==> config.mk <==
export PLATFORM = sky130hd
export DESIGN_NAME = xor_sprite_blitter
export DESIGN_NICKNAME = d
export VERILOG_FILES = /design/src/rtl/xsb_pkg.sv /design/src/rtl/xsb_lane.sv /design/src/rtl/xsb_coll.sv /design/src/rtl/xsb_seq.sv /design/src/rtl/xor_sprite_blitter.sv
export SDC_FILE = /design/constraint.sdc
export NUM_CORES = 1
export LEC_CHECK = 0
export ABC_AREA = 1
export BUFFER_PORTS_ARGS = -buffer_cell sky130_fd_sc_hd__buf_2
export CORE_ASPECT_RATIO = 1.1
export CORE_MARGIN = 1.5
export CORE_UTILIZATION = 47
export CTS_BUF_LIST = sky130_fd_sc_hd__clkbuf_16
export CTS_CLUSTER_DIAMETER = 100
export DETAILED_ROUTE_END_ITERATION = 8
export PLACE_DENSITY = 0.78
export SLEW_MARGIN = 25
export SYNTH_ARGS = -nofsm -noshare
export SYNTH_HDL_FRONTEND = slang
export SYNTH_SLANG_ARGS = --single-unit
==> constraint.sdc <==
create_clock -name clk -period 6.9 [get_ports clk]
set_clock_uncertainty 0.1 [all_clocks]
set_input_delay 0.69 -clock clk [delete_from_list [all_inputs] [get_ports clk]]
set_output_delay 0.69 -clock clk [all_outputs]
set_load 0.01 [all_outputs]
==> src/rtl/xsb_pkg.sv <==
package xsb_pkg;
  localparam int BYTE_W = 8;            // pixels per plane byte
  localparam int SH_W   = 3;            // bits of sub-byte shift
  localparam int NPL    = 3;            // colour planes
  localparam int COLS_W = 4;            // holds 1..8
  localparam int ROWS_W = 7;            // holds 1..64

  typedef enum logic [3:0] {
    ST_IDLE, ST_SETUP, ST_COL, ST_RSRC, ST_RD0, ST_RD1, ST_WR0, ST_WR1, ST_DONE
  } xsb_state_e;
endpackage

==> src/rtl/xsb_lane.sv <==
module xsb_lane
  import xsb_pkg::*;
(
  input  logic              clk,
  input  logic              rst_n,
  input  logic              cap_src,
  input  logic              cap_d0,
  input  logic              cap_d1,
  input  logic [BYTE_W-1:0] rdata,
  input  logic [SH_W-1:0]   sh,
  output logic [BYTE_W-1:0] new0,
  output logic [BYTE_W-1:0] new1,
  output logic              overlap
);
  logic [BYTE_W-1:0]   src_q, d0_q, d1_q;
  logic [BYTE_W-1:0]   src_d, d0_d, d1_d;
  logic [2*BYTE_W-1:0] spread;

  always_comb begin
    src_d = cap_src ? rdata : src_q;
    d0_d  = cap_d0  ? rdata : d0_q;
    d1_d  = cap_d1  ? rdata : d1_q;
  end

  always_ff @(posedge clk or negedge rst_n) begin
    if (!rst_n) begin
      src_q <= '0;
      d0_q  <= '0;
      d1_q  <= '0;
    end else begin
      src_q <= src_d;
      d0_q  <= d0_d;
      d1_q  <= d1_d;
    end
  end

  // The source byte placed at the pixel offset, spread over two bytes.
  assign spread  = {src_q, {BYTE_W{1'b0}}} >> sh;
  assign new0    = d0_q ^ spread[2*BYTE_W-1:BYTE_W];
  assign new1    = d1_q ^ spread[BYTE_W-1:0];
  assign overlap = (|(d0_q & spread[2*BYTE_W-1:BYTE_W])) | (|(d1_q & spread[BYTE_W-1:0]));
endmodule

==> src/rtl/xsb_coll.sv <==
module xsb_coll #(
  parameter int XW = 8,
  parameter int YW = 8
) (
  input  logic          clk,
  input  logic          rst_n,
  input  logic          check,
  input  logic          hit,
  input  logic          clr,
  input  logic [XW-1:0] x,
  input  logic [YW-1:0] y,
  output logic          flag,
  output logic [XW-1:0] cx,
  output logic [YW-1:0] cy
);
  logic          flag_d;
  logic [XW-1:0] cx_d;
  logic [YW-1:0] cy_d;
  logic          take;

  assign take = check && hit && !flag && !clr;

  always_comb begin
    flag_d = flag;
    cx_d   = cx;
    cy_d   = cy;
    if (clr) begin
      flag_d = 1'b0;
    end else if (take) begin
      flag_d = 1'b1;
      cx_d   = x;
      cy_d   = y;
    end
  end

  always_ff @(posedge clk or negedge rst_n) begin
    if (!rst_n) begin
      flag <= 1'b0;
      cx   <= '0;
      cy   <= '0;
    end else begin
      flag <= flag_d;
      cx   <= cx_d;
      cy   <= cy_d;
    end
  end

  a_r7_first_kept: assert property (@(posedge clk) disable iff (!rst_n)
    (flag && !clr) |=> (flag && $stable(cx) && $stable(cy)));
  a_r8_clear_wins: assert property (@(posedge clk) disable iff (!rst_n)
    clr |=> !flag);
endmodule

==> src/rtl/xsb_seq.sv <==
module xsb_seq
  import xsb_pkg::*;
#(
  parameter int XW = 8,
  parameter int YW = 8,
  parameter int AW = YW + XW - SH_W + 1
) (
  input  logic            clk,
  input  logic            rst_n,
  input  logic            start,
  input  logic [4:0]      ctl,
  input  logic [7:0]      size,
  input  logic [XW-1:0]   x_pos,
  input  logic [YW-1:0]   y_pos,
  input  logic [AW-1:0]   src_addr,
  output logic [AW-1:0]   mem_addr,
  output logic [NPL-1:0]  rd_en,
  output logic [NPL-1:0]  wr_en,
  output logic [NPL-1:0]  plane_en,
  output logic            cap_src,
  output logic            cap_d0,
  output logic            cap_d1,
  output logic            second_wr,
  output logic            row_end,
  output logic            chk_en,
  output logic [SH_W-1:0] sh,
  output logic [XW-1:0]   col_x,
  output logic [YW-1:0]   row_y,
  output logic            busy,
  output logic            done,
  output logic            cont
);
  xsb_state_e        st, st_d;
  logic [NPL-1:0]    pe_q, pe_d;
  logic              chk_q, chk_d, cont_q, cont_d;
  logic [COLS_W-1:0] cols_left, cols_left_d;
  logic [ROWS_W-1:0] rows_tot, rows_tot_d, rows_left, rows_left_d;
  logic [XW-1:0]     cx_q, cx_d;
  logic [YW-1:0]     y0_q, y0_d, yc_q, yc_d;
  logic [AW-1:0]     src_q, src_d;
  logic [AW-1:0]     dst0, dst1;

  always_comb begin
    st_d        = st;
    pe_d        = pe_q;
    chk_d       = chk_q;
    cont_d      = cont_q;
    cols_left_d = cols_left;
    rows_tot_d  = rows_tot;
    rows_left_d = rows_left;
    cx_d        = cx_q;
    y0_d        = y0_q;
    yc_d        = yc_q;
    src_d       = src_q;
    case (st)
      ST_IDLE: if (start) begin
        st_d        = ST_SETUP;
        pe_d        = ctl[3:1];
        chk_d       = ctl[0];
        cont_d      = ctl[4];
        cols_left_d = COLS_W'(8) - COLS_W'(size[7:5]);
        rows_tot_d  = ROWS_W'(64) - ROWS_W'({size[4:0], 1'b0});
        cx_d        = x_pos;
        y0_d        = y_pos;
        src_d       = src_addr;
      end
      ST_SETUP: st_d = ST_COL;
      ST_COL: begin
        rows_left_d = rows_tot;
        yc_d        = y0_q;
        st_d        = ST_RSRC;
      end
      ST_RSRC: st_d = ST_RD0;
      ST_RD0:  st_d = ST_RD1;
      ST_RD1:  st_d = ST_WR0;
      ST_WR0:  st_d = ST_WR1;
      ST_WR1: begin
        yc_d        = yc_q + YW'(1);
        src_d       = src_q + AW'(1);
        rows_left_d = rows_left - ROWS_W'(1);
        if (rows_left != ROWS_W'(1)) begin
          st_d = ST_RSRC;
        end else if (cols_left == COLS_W'(1)) begin
          st_d = ST_DONE;
        end else begin
          cols_left_d = cols_left - COLS_W'(1);
          cx_d        = cx_q + XW'(8);
          st_d        = ST_COL;
        end
      end
      ST_DONE: st_d = ST_IDLE;
      default: st_d = ST_IDLE;
    endcase
  end

  always_ff @(posedge clk or negedge rst_n) begin
    if (!rst_n) begin
      st        <= ST_IDLE;
      pe_q      <= '0;
      chk_q     <= 1'b0;
      cont_q    <= 1'b0;
      cols_left <= '0;
      rows_tot  <= '0;
      rows_left <= '0;
      cx_q      <= '0;
      y0_q      <= '0;
      yc_q      <= '0;
      src_q     <= '0;
    end else begin
      st        <= st_d;
      pe_q      <= pe_d;
      chk_q     <= chk_d;
      cont_q    <= cont_d;
      cols_left <= cols_left_d;
      rows_tot  <= rows_tot_d;
      rows_left <= rows_left_d;
      cx_q      <= cx_d;
      y0_q      <= y0_d;
      yc_q      <= yc_d;
      src_q     <= src_d;
    end
  end

  assign dst0 = {1'b0, yc_q, cx_q[XW-1:SH_W]};
  assign dst1 = dst0 + AW'(1);

  always_comb begin
    case (st)
      ST_RSRC:        mem_addr = src_q;
      ST_RD0, ST_WR0: mem_addr = dst0;
      ST_RD1, ST_WR1: mem_addr = dst1;
      default:        mem_addr = '0;
    endcase
  end

  assign rd_en     = (st == ST_RSRC || st == ST_RD0 || st == ST_RD1) ? pe_q : '0;
  assign wr_en     = (st == ST_WR0 || st == ST_WR1) ? pe_q : '0;
  assign plane_en  = pe_q;
  assign cap_src   = (st == ST_RD0);
  assign cap_d0    = (st == ST_RD1);
  assign cap_d1    = (st == ST_WR0);
  assign second_wr = (st == ST_WR1);
  assign row_end   = (st == ST_WR1);
  assign chk_en    = chk_q;
  assign sh        = cx_q[SH_W-1:0];
  assign col_x     = cx_q;
  assign row_y     = yc_q;
  assign busy      = (st != ST_IDLE);
  assign done      = (st == ST_DONE);
  assign cont      = done && cont_q;

  // each write goes to the byte read two cycles before it
  a_r6_rmw_first: assert property (@(posedge clk) disable iff (!rst_n)
    (st == ST_WR0) |-> (mem_addr == $past(mem_addr, 2)));
  a_r6_rmw_next: assert property (@(posedge clk) disable iff (!rst_n)
    (st == ST_WR1) |-> (mem_addr == $past(mem_addr, 2)));
  a_r3_src_step: assert property (@(posedge clk) disable iff (!rst_n)
    (st == ST_WR1) |=> (src_q == $past(src_q) + AW'(1)));
  a_r2_col_step: assert property (@(posedge clk) disable iff (!rst_n)
    (st == ST_COL && $past(st) == ST_WR1) |-> (cx_q == $past(cx_q) + XW'(8)));
  a_r10_busy_hold: assert property (@(posedge clk) disable iff (!rst_n)
    (busy && start) |=> ($stable(rows_tot) && $stable(pe_q) && $stable(cont_q)));
  a_r9_done_last: assert property (@(posedge clk) disable iff (!rst_n)
    done |=> !busy);
endmodule

==> src/rtl/xor_sprite_blitter.sv <==
module xor_sprite_blitter
  import xsb_pkg::*;
#(
  parameter  int XW = 8,
  parameter  int YW = 8,
  localparam int AW = YW + XW - SH_W + 1
) (
  input  logic                  clk,
  input  logic                  rst_n,
  input  logic                  start,
  input  logic [4:0]            ctl,
  input  logic [7:0]            size,
  input  logic [XW-1:0]         x_pos,
  input  logic [YW-1:0]         y_pos,
  input  logic [AW-1:0]         src_addr,
  input  logic                  coll_clr,
  output logic                  busy,
  output logic                  done,
  output logic                  cont,
  output logic                  coll_flag,
  output logic [XW-1:0]         coll_x,
  output logic [YW-1:0]         coll_y,
  output logic [AW-1:0]         mem_addr,
  output logic [NPL-1:0]        mem_rd_en,
  output logic [NPL-1:0]        mem_wr_en,
  output logic [NPL*BYTE_W-1:0] mem_wdata,
  input  logic [NPL*BYTE_W-1:0] mem_rdata
);
  logic [NPL-1:0]  plane_en, lane_hit;
  logic            cap_src, cap_d0, cap_d1, second_wr, row_end, chk_en;
  logic [SH_W-1:0] sh;
  logic [XW-1:0]   col_x;
  logic [YW-1:0]   row_y;

  xsb_seq #(.XW(XW), .YW(YW), .AW(AW)) u_seq (
    .clk(clk), .rst_n(rst_n), .start(start), .ctl(ctl), .size(size),
    .x_pos(x_pos), .y_pos(y_pos), .src_addr(src_addr),
    .mem_addr(mem_addr), .rd_en(mem_rd_en), .wr_en(mem_wr_en), .plane_en(plane_en),
    .cap_src(cap_src), .cap_d0(cap_d0), .cap_d1(cap_d1), .second_wr(second_wr),
    .row_end(row_end), .chk_en(chk_en), .sh(sh), .col_x(col_x), .row_y(row_y),
    .busy(busy), .done(done), .cont(cont)
  );

  for (genvar p = 0; p < NPL; p++) begin : g_plane
    logic [BYTE_W-1:0] new0, new1;
    logic              ovl;
    xsb_lane u_lane (
      .clk(clk), .rst_n(rst_n),
      .cap_src(cap_src), .cap_d0(cap_d0), .cap_d1(cap_d1),
      .rdata(mem_rdata[p*BYTE_W +: BYTE_W]), .sh(sh),
      .new0(new0), .new1(new1), .overlap(ovl)
    );
    assign mem_wdata[p*BYTE_W +: BYTE_W] = second_wr ? new1 : new0;
    assign lane_hit[p] = ovl && plane_en[p];
  end

  xsb_coll #(.XW(XW), .YW(YW)) u_coll (
    .clk(clk), .rst_n(rst_n),
    .check(row_end && chk_en), .hit(|lane_hit), .clr(coll_clr),
    .x(col_x), .y(row_y),
    .flag(coll_flag), .cx(coll_x), .cy(coll_y)
  );

  a_r5_plane_gate: assert property (@(posedge clk) disable iff (!rst_n)
    ((mem_rd_en | mem_wr_en) & ~plane_en) == '0);
  a_r11_idle_quiet: assert property (@(posedge clk) disable iff (!rst_n)
    !busy |-> (mem_rd_en == '0 && mem_wr_en == '0));
endmodule

==> impl_metrics.py <==
metrics = {
    "global_routing": {
        "grt_pass1_vias": 7949,
        "grt_max_degree": 79,
        "gr-total-overflow": 0,
        "grt_pass1_wl_mm": 39.6,
        "track_usage_pct": 25.2,
        "antenna_found_initial": 0,
    },
    "clock_tree": {
        "cts_tree": "yes",
        "root_buffer": "clkbuf_16",
        "cts-resized-gates": 0,
        "post-cts-setup-buffer-count": 0,
        "cts_sinks": 153,
        "cts_hold_buf": 0,
        "numCtsBuffers": 17,
        "clock_path_buffers": 2,
        "path_clk_slew_ns": 0.06,
        "clock_latency_ns": 0.43,
        "cts.htree.levels": 4,
    },
    "critical_path": {
        "critical_path_arrival_ns": 4.40,
        "setup.worst_path.start": "u_seq.col_x[2]",
        "required_ns": 7.16,
        "crit_end": "u_coll.cx[5]",
        "startpoint_type": "register",
        "r2r_slack_ns": 2.76,
        "critPathKind": "register to register",
        "r2r_cells": 13,
        "crit_fanout": 33,
        "cp-end-kind": "register",
        "r2r_start": "u_seq.col_x[2]",
        "r2r-end": "u_coll.cx[5]",
    },
    "synthesis": {
        "synth_enable_flop_cells": 0,
        "yosysTopAreaCell": "dfrtp_1",
        "yosysUniqueCellTypes": 36,
        "yosys_warnings": 0,
        "synth_ff_type": "dfrtp_1",
        "synth_most_common_cell": "nand2_1",
        "syn_area_sq_um": 9080,
        "ys_seq_area_share_pct": 42.2,
        "synthTopCellsByCount": "nand2_1 (426), o21ai_0 (165), dfrtp_1 (153)",
        "synth_top_area_share_pct": 42.2,
        "synthTopCellsByArea": "dfrtp_1 (42%), nand2_1 (18%), o21ai_0 (9.1%), ha_1 (7.4%), inv_1 (4.5%)",
        "synth-seq-cells": 153,
        "synth-async-reset-ratio_pct": 100,
        "synth.avg_cell_area_sq_um": 7.41,
        "synthCells": 1225,
        "syn_nets": 1350,
    },
    "layout": {
        "drive_above_1_share_pct": 13.7,
        "num-fill-cells": 1829,
        "area_delta_synth_final_pct": 13.9,
        "fin_area_sq_um": 10300,
        "final_cells": 1584,
        "n_antenna_cell": 0,
        "fin_nets": 1450,
    },
    "placed_design": {
        "dp_worst_setup_slack_ns": 2.89,
        "dp.cells": 1553,
        "place.gp.congestion": 0.960,
        "dpl_cell_area_sq_um": 9830,
        "port_buffers": 134,
        "hpwl_mm": 17.5,
    },
    "timing": {
        "min_period_ns": 4.14,
        "tightest_slew_ns": 1.04,
        "finalCritPeriodShare_pct": 60.0,
        "slew_headroom_pct": 30.8,
        "fmax_ghz": 0.241,
        "rsz0062_at_grt": "no",
        "maxSlewViolCount": 0,
        "fin_ws_ns": 2.76,
        "setup_viol": 0,
        "hold_violations": 0,
        "tns_ns": 0,
    },
    "job": {
        "drv_cap": 0,
    },
    "route": {
        "drt-initial-drc-count": 663,
        "drc": 0,
        "via_per_inst": 5.36,
        "route.antenna.remaining_nets": 0,
        "routed_wirelength_mm": 24.3,
        "dr.pass1.iters": 6,
        "wl_per_cell_microns": 15.3,
        "vias": 8484,
    },
    "hold_path": {
        "min_path_type": "input port to async pin",
    },
    "status": {
        "status": "complete, no violations",
    },
    "floorplan": {
        "io_pins": 135,
        "fp.dieH_microns": 149,
        "die_w_microns": 135,
        "start_util_pct": 47.7,
        "rows": 53,
        "dieArea_sq_um": 20200,
        "core_sq_um": 19000,
    },
    "power_and_ir_drop": {
        "pwr_density_cell_nw_per_um2": 529,
        "ir_drop_mv": 0.286,
        "leakage_uw": 0.00553,
        "total_power_uw": 5470,
    },
}
flip-flops by register name (all words and copies together), names as in the netlist, 6 cells and up:
| name | cells |
|---|---|
| g_plane.u_lane.d0_q | 24 |
| u_seq.y0_q | 8 |
| u_coll.cy | 8 |
| g_plane.u_lane.d1_q | 24 |
| u_seq.rows_left | 7 |
| g_plane.u_lane.src_q | 24 |
| u_seq.row_y | 8 |
| u_seq.rows_tot | 6 |
| u_seq.col_x | 8 |
| u_seq.src_q | 14 |
| u_coll.cx | 8 |
worst max-delay path, stage by stage (launching register included):
cell and delay, ns:
dfrtp_1 1.02, inv_1 0.78, nand3_1 0.26, o21ai_0 0.11
ha_1 0.22, nor2_1 0.10, nand2_1 0.06, nor2_1 0.10
nand2_1 0.07, nand2_1 0.11, nand3_1 0.56, nand3_4 0.40
nand2_1 0.10, nand2_1 0.07
kinds of logic (layout without fill, tap and decap cells):
| group | Yosys count | after routing | synth area share [%] |
|---|---|---|---|
| compound gates | 217 | 217 | 13.2 |
| xor+xnor | 11 | 11 | 1.06 |
| fa+ha+maj | 54 | 54 | 7.44 |
| buf+inv | 175 | 287 | 8.08 |
| flops | 153 | 153 | 42.2 |
| mux | 6 | 6 | 0.662 |
| simple gates | 609 | 609 | 27.4 |
routing by layer:
layer	up-vias	wire length (microns)	global-route usage [%]	share of wire, %
li1	4187	-	-	-
met5	-	0	0	0
met1	3898	10600	33.6	44
met4	0	756	11.1	3.1
met3	52	1640	3.53	6.7
met2	347	11300	40.9	47
through the flow:
stage	utilization [%]	hold WS [ns]
after CTS	54.3	0.224
after global routing	54.3	0.252
final	54.3	0.194
after floorplan	-	0.294
after global placement	51.6	0.360
after detailed placement	51.6	0.358
power by group:
part           switching (uW)  total, uW  internal [uW]  leakage, uW
combinational            1880       2920           1050      0.00338
clock                     376        827            452     0.000255
sequential                393       1730           1330      0.00189
total                    2640       5470           2830      0.00553
worst min path at each step:
| stage | endpoint | cells past startpoint |
|---|---|---|
| final | u_seq.y0_q[1] | 1 |
| after CTS | u_seq.y0_q[0] | 1 |
| after detailed placement | u_coll.cx[7] | 2 |
| after floorplan | g_plane[0].u_lane.d0_q[0] | 0 |
| after global routing | u_seq.y0_q[5] | 1 |
| after global placement | u_coll.cx[7] | 2 |
final cells by class:
type	count	area, sq um	share of cell area (%)
Timing Repair Buffer	143	748	7.24
Tap cell	247	309	2.99
Multi-Input combinational cell	897	4520	43.7
Sequential cell	153	3830	37.0
Inverter	113	427	4.13
Clock buffer	17	425	4.11
Clock inverter	14	83.8	0.811
cells in the final DEF (no fill, tap or decap), types with 2 or more instances in the layout:
cell type / instances
o21ai_0: 165
o31ai_1: 6
o21ai_1: 4
xor2_1: 8
buf_4: 8
clkinv_1: 3
o311ai_0: 3
nand3_1: 47
buf_2: 133
nand2_2: 4
buf_6: 2
nand4_1: 22
a21oi_1: 5
inv_2: 3
ha_1: 54
o22ai_1: 10
nor2_1: 85
clkinv_2: 3
xnor2_1: 3
o221ai_1: 7
clkbuf_16: 17
inv_6: 3
dfrtp_1: 153
mux2i_1: 6
clkinvlp_4: 2
nor2_4: 3
inv_1: 111
nand2_1: 426
nor3_1: 17
o211ai_1: 13
(Power assumes the default switching activity.)
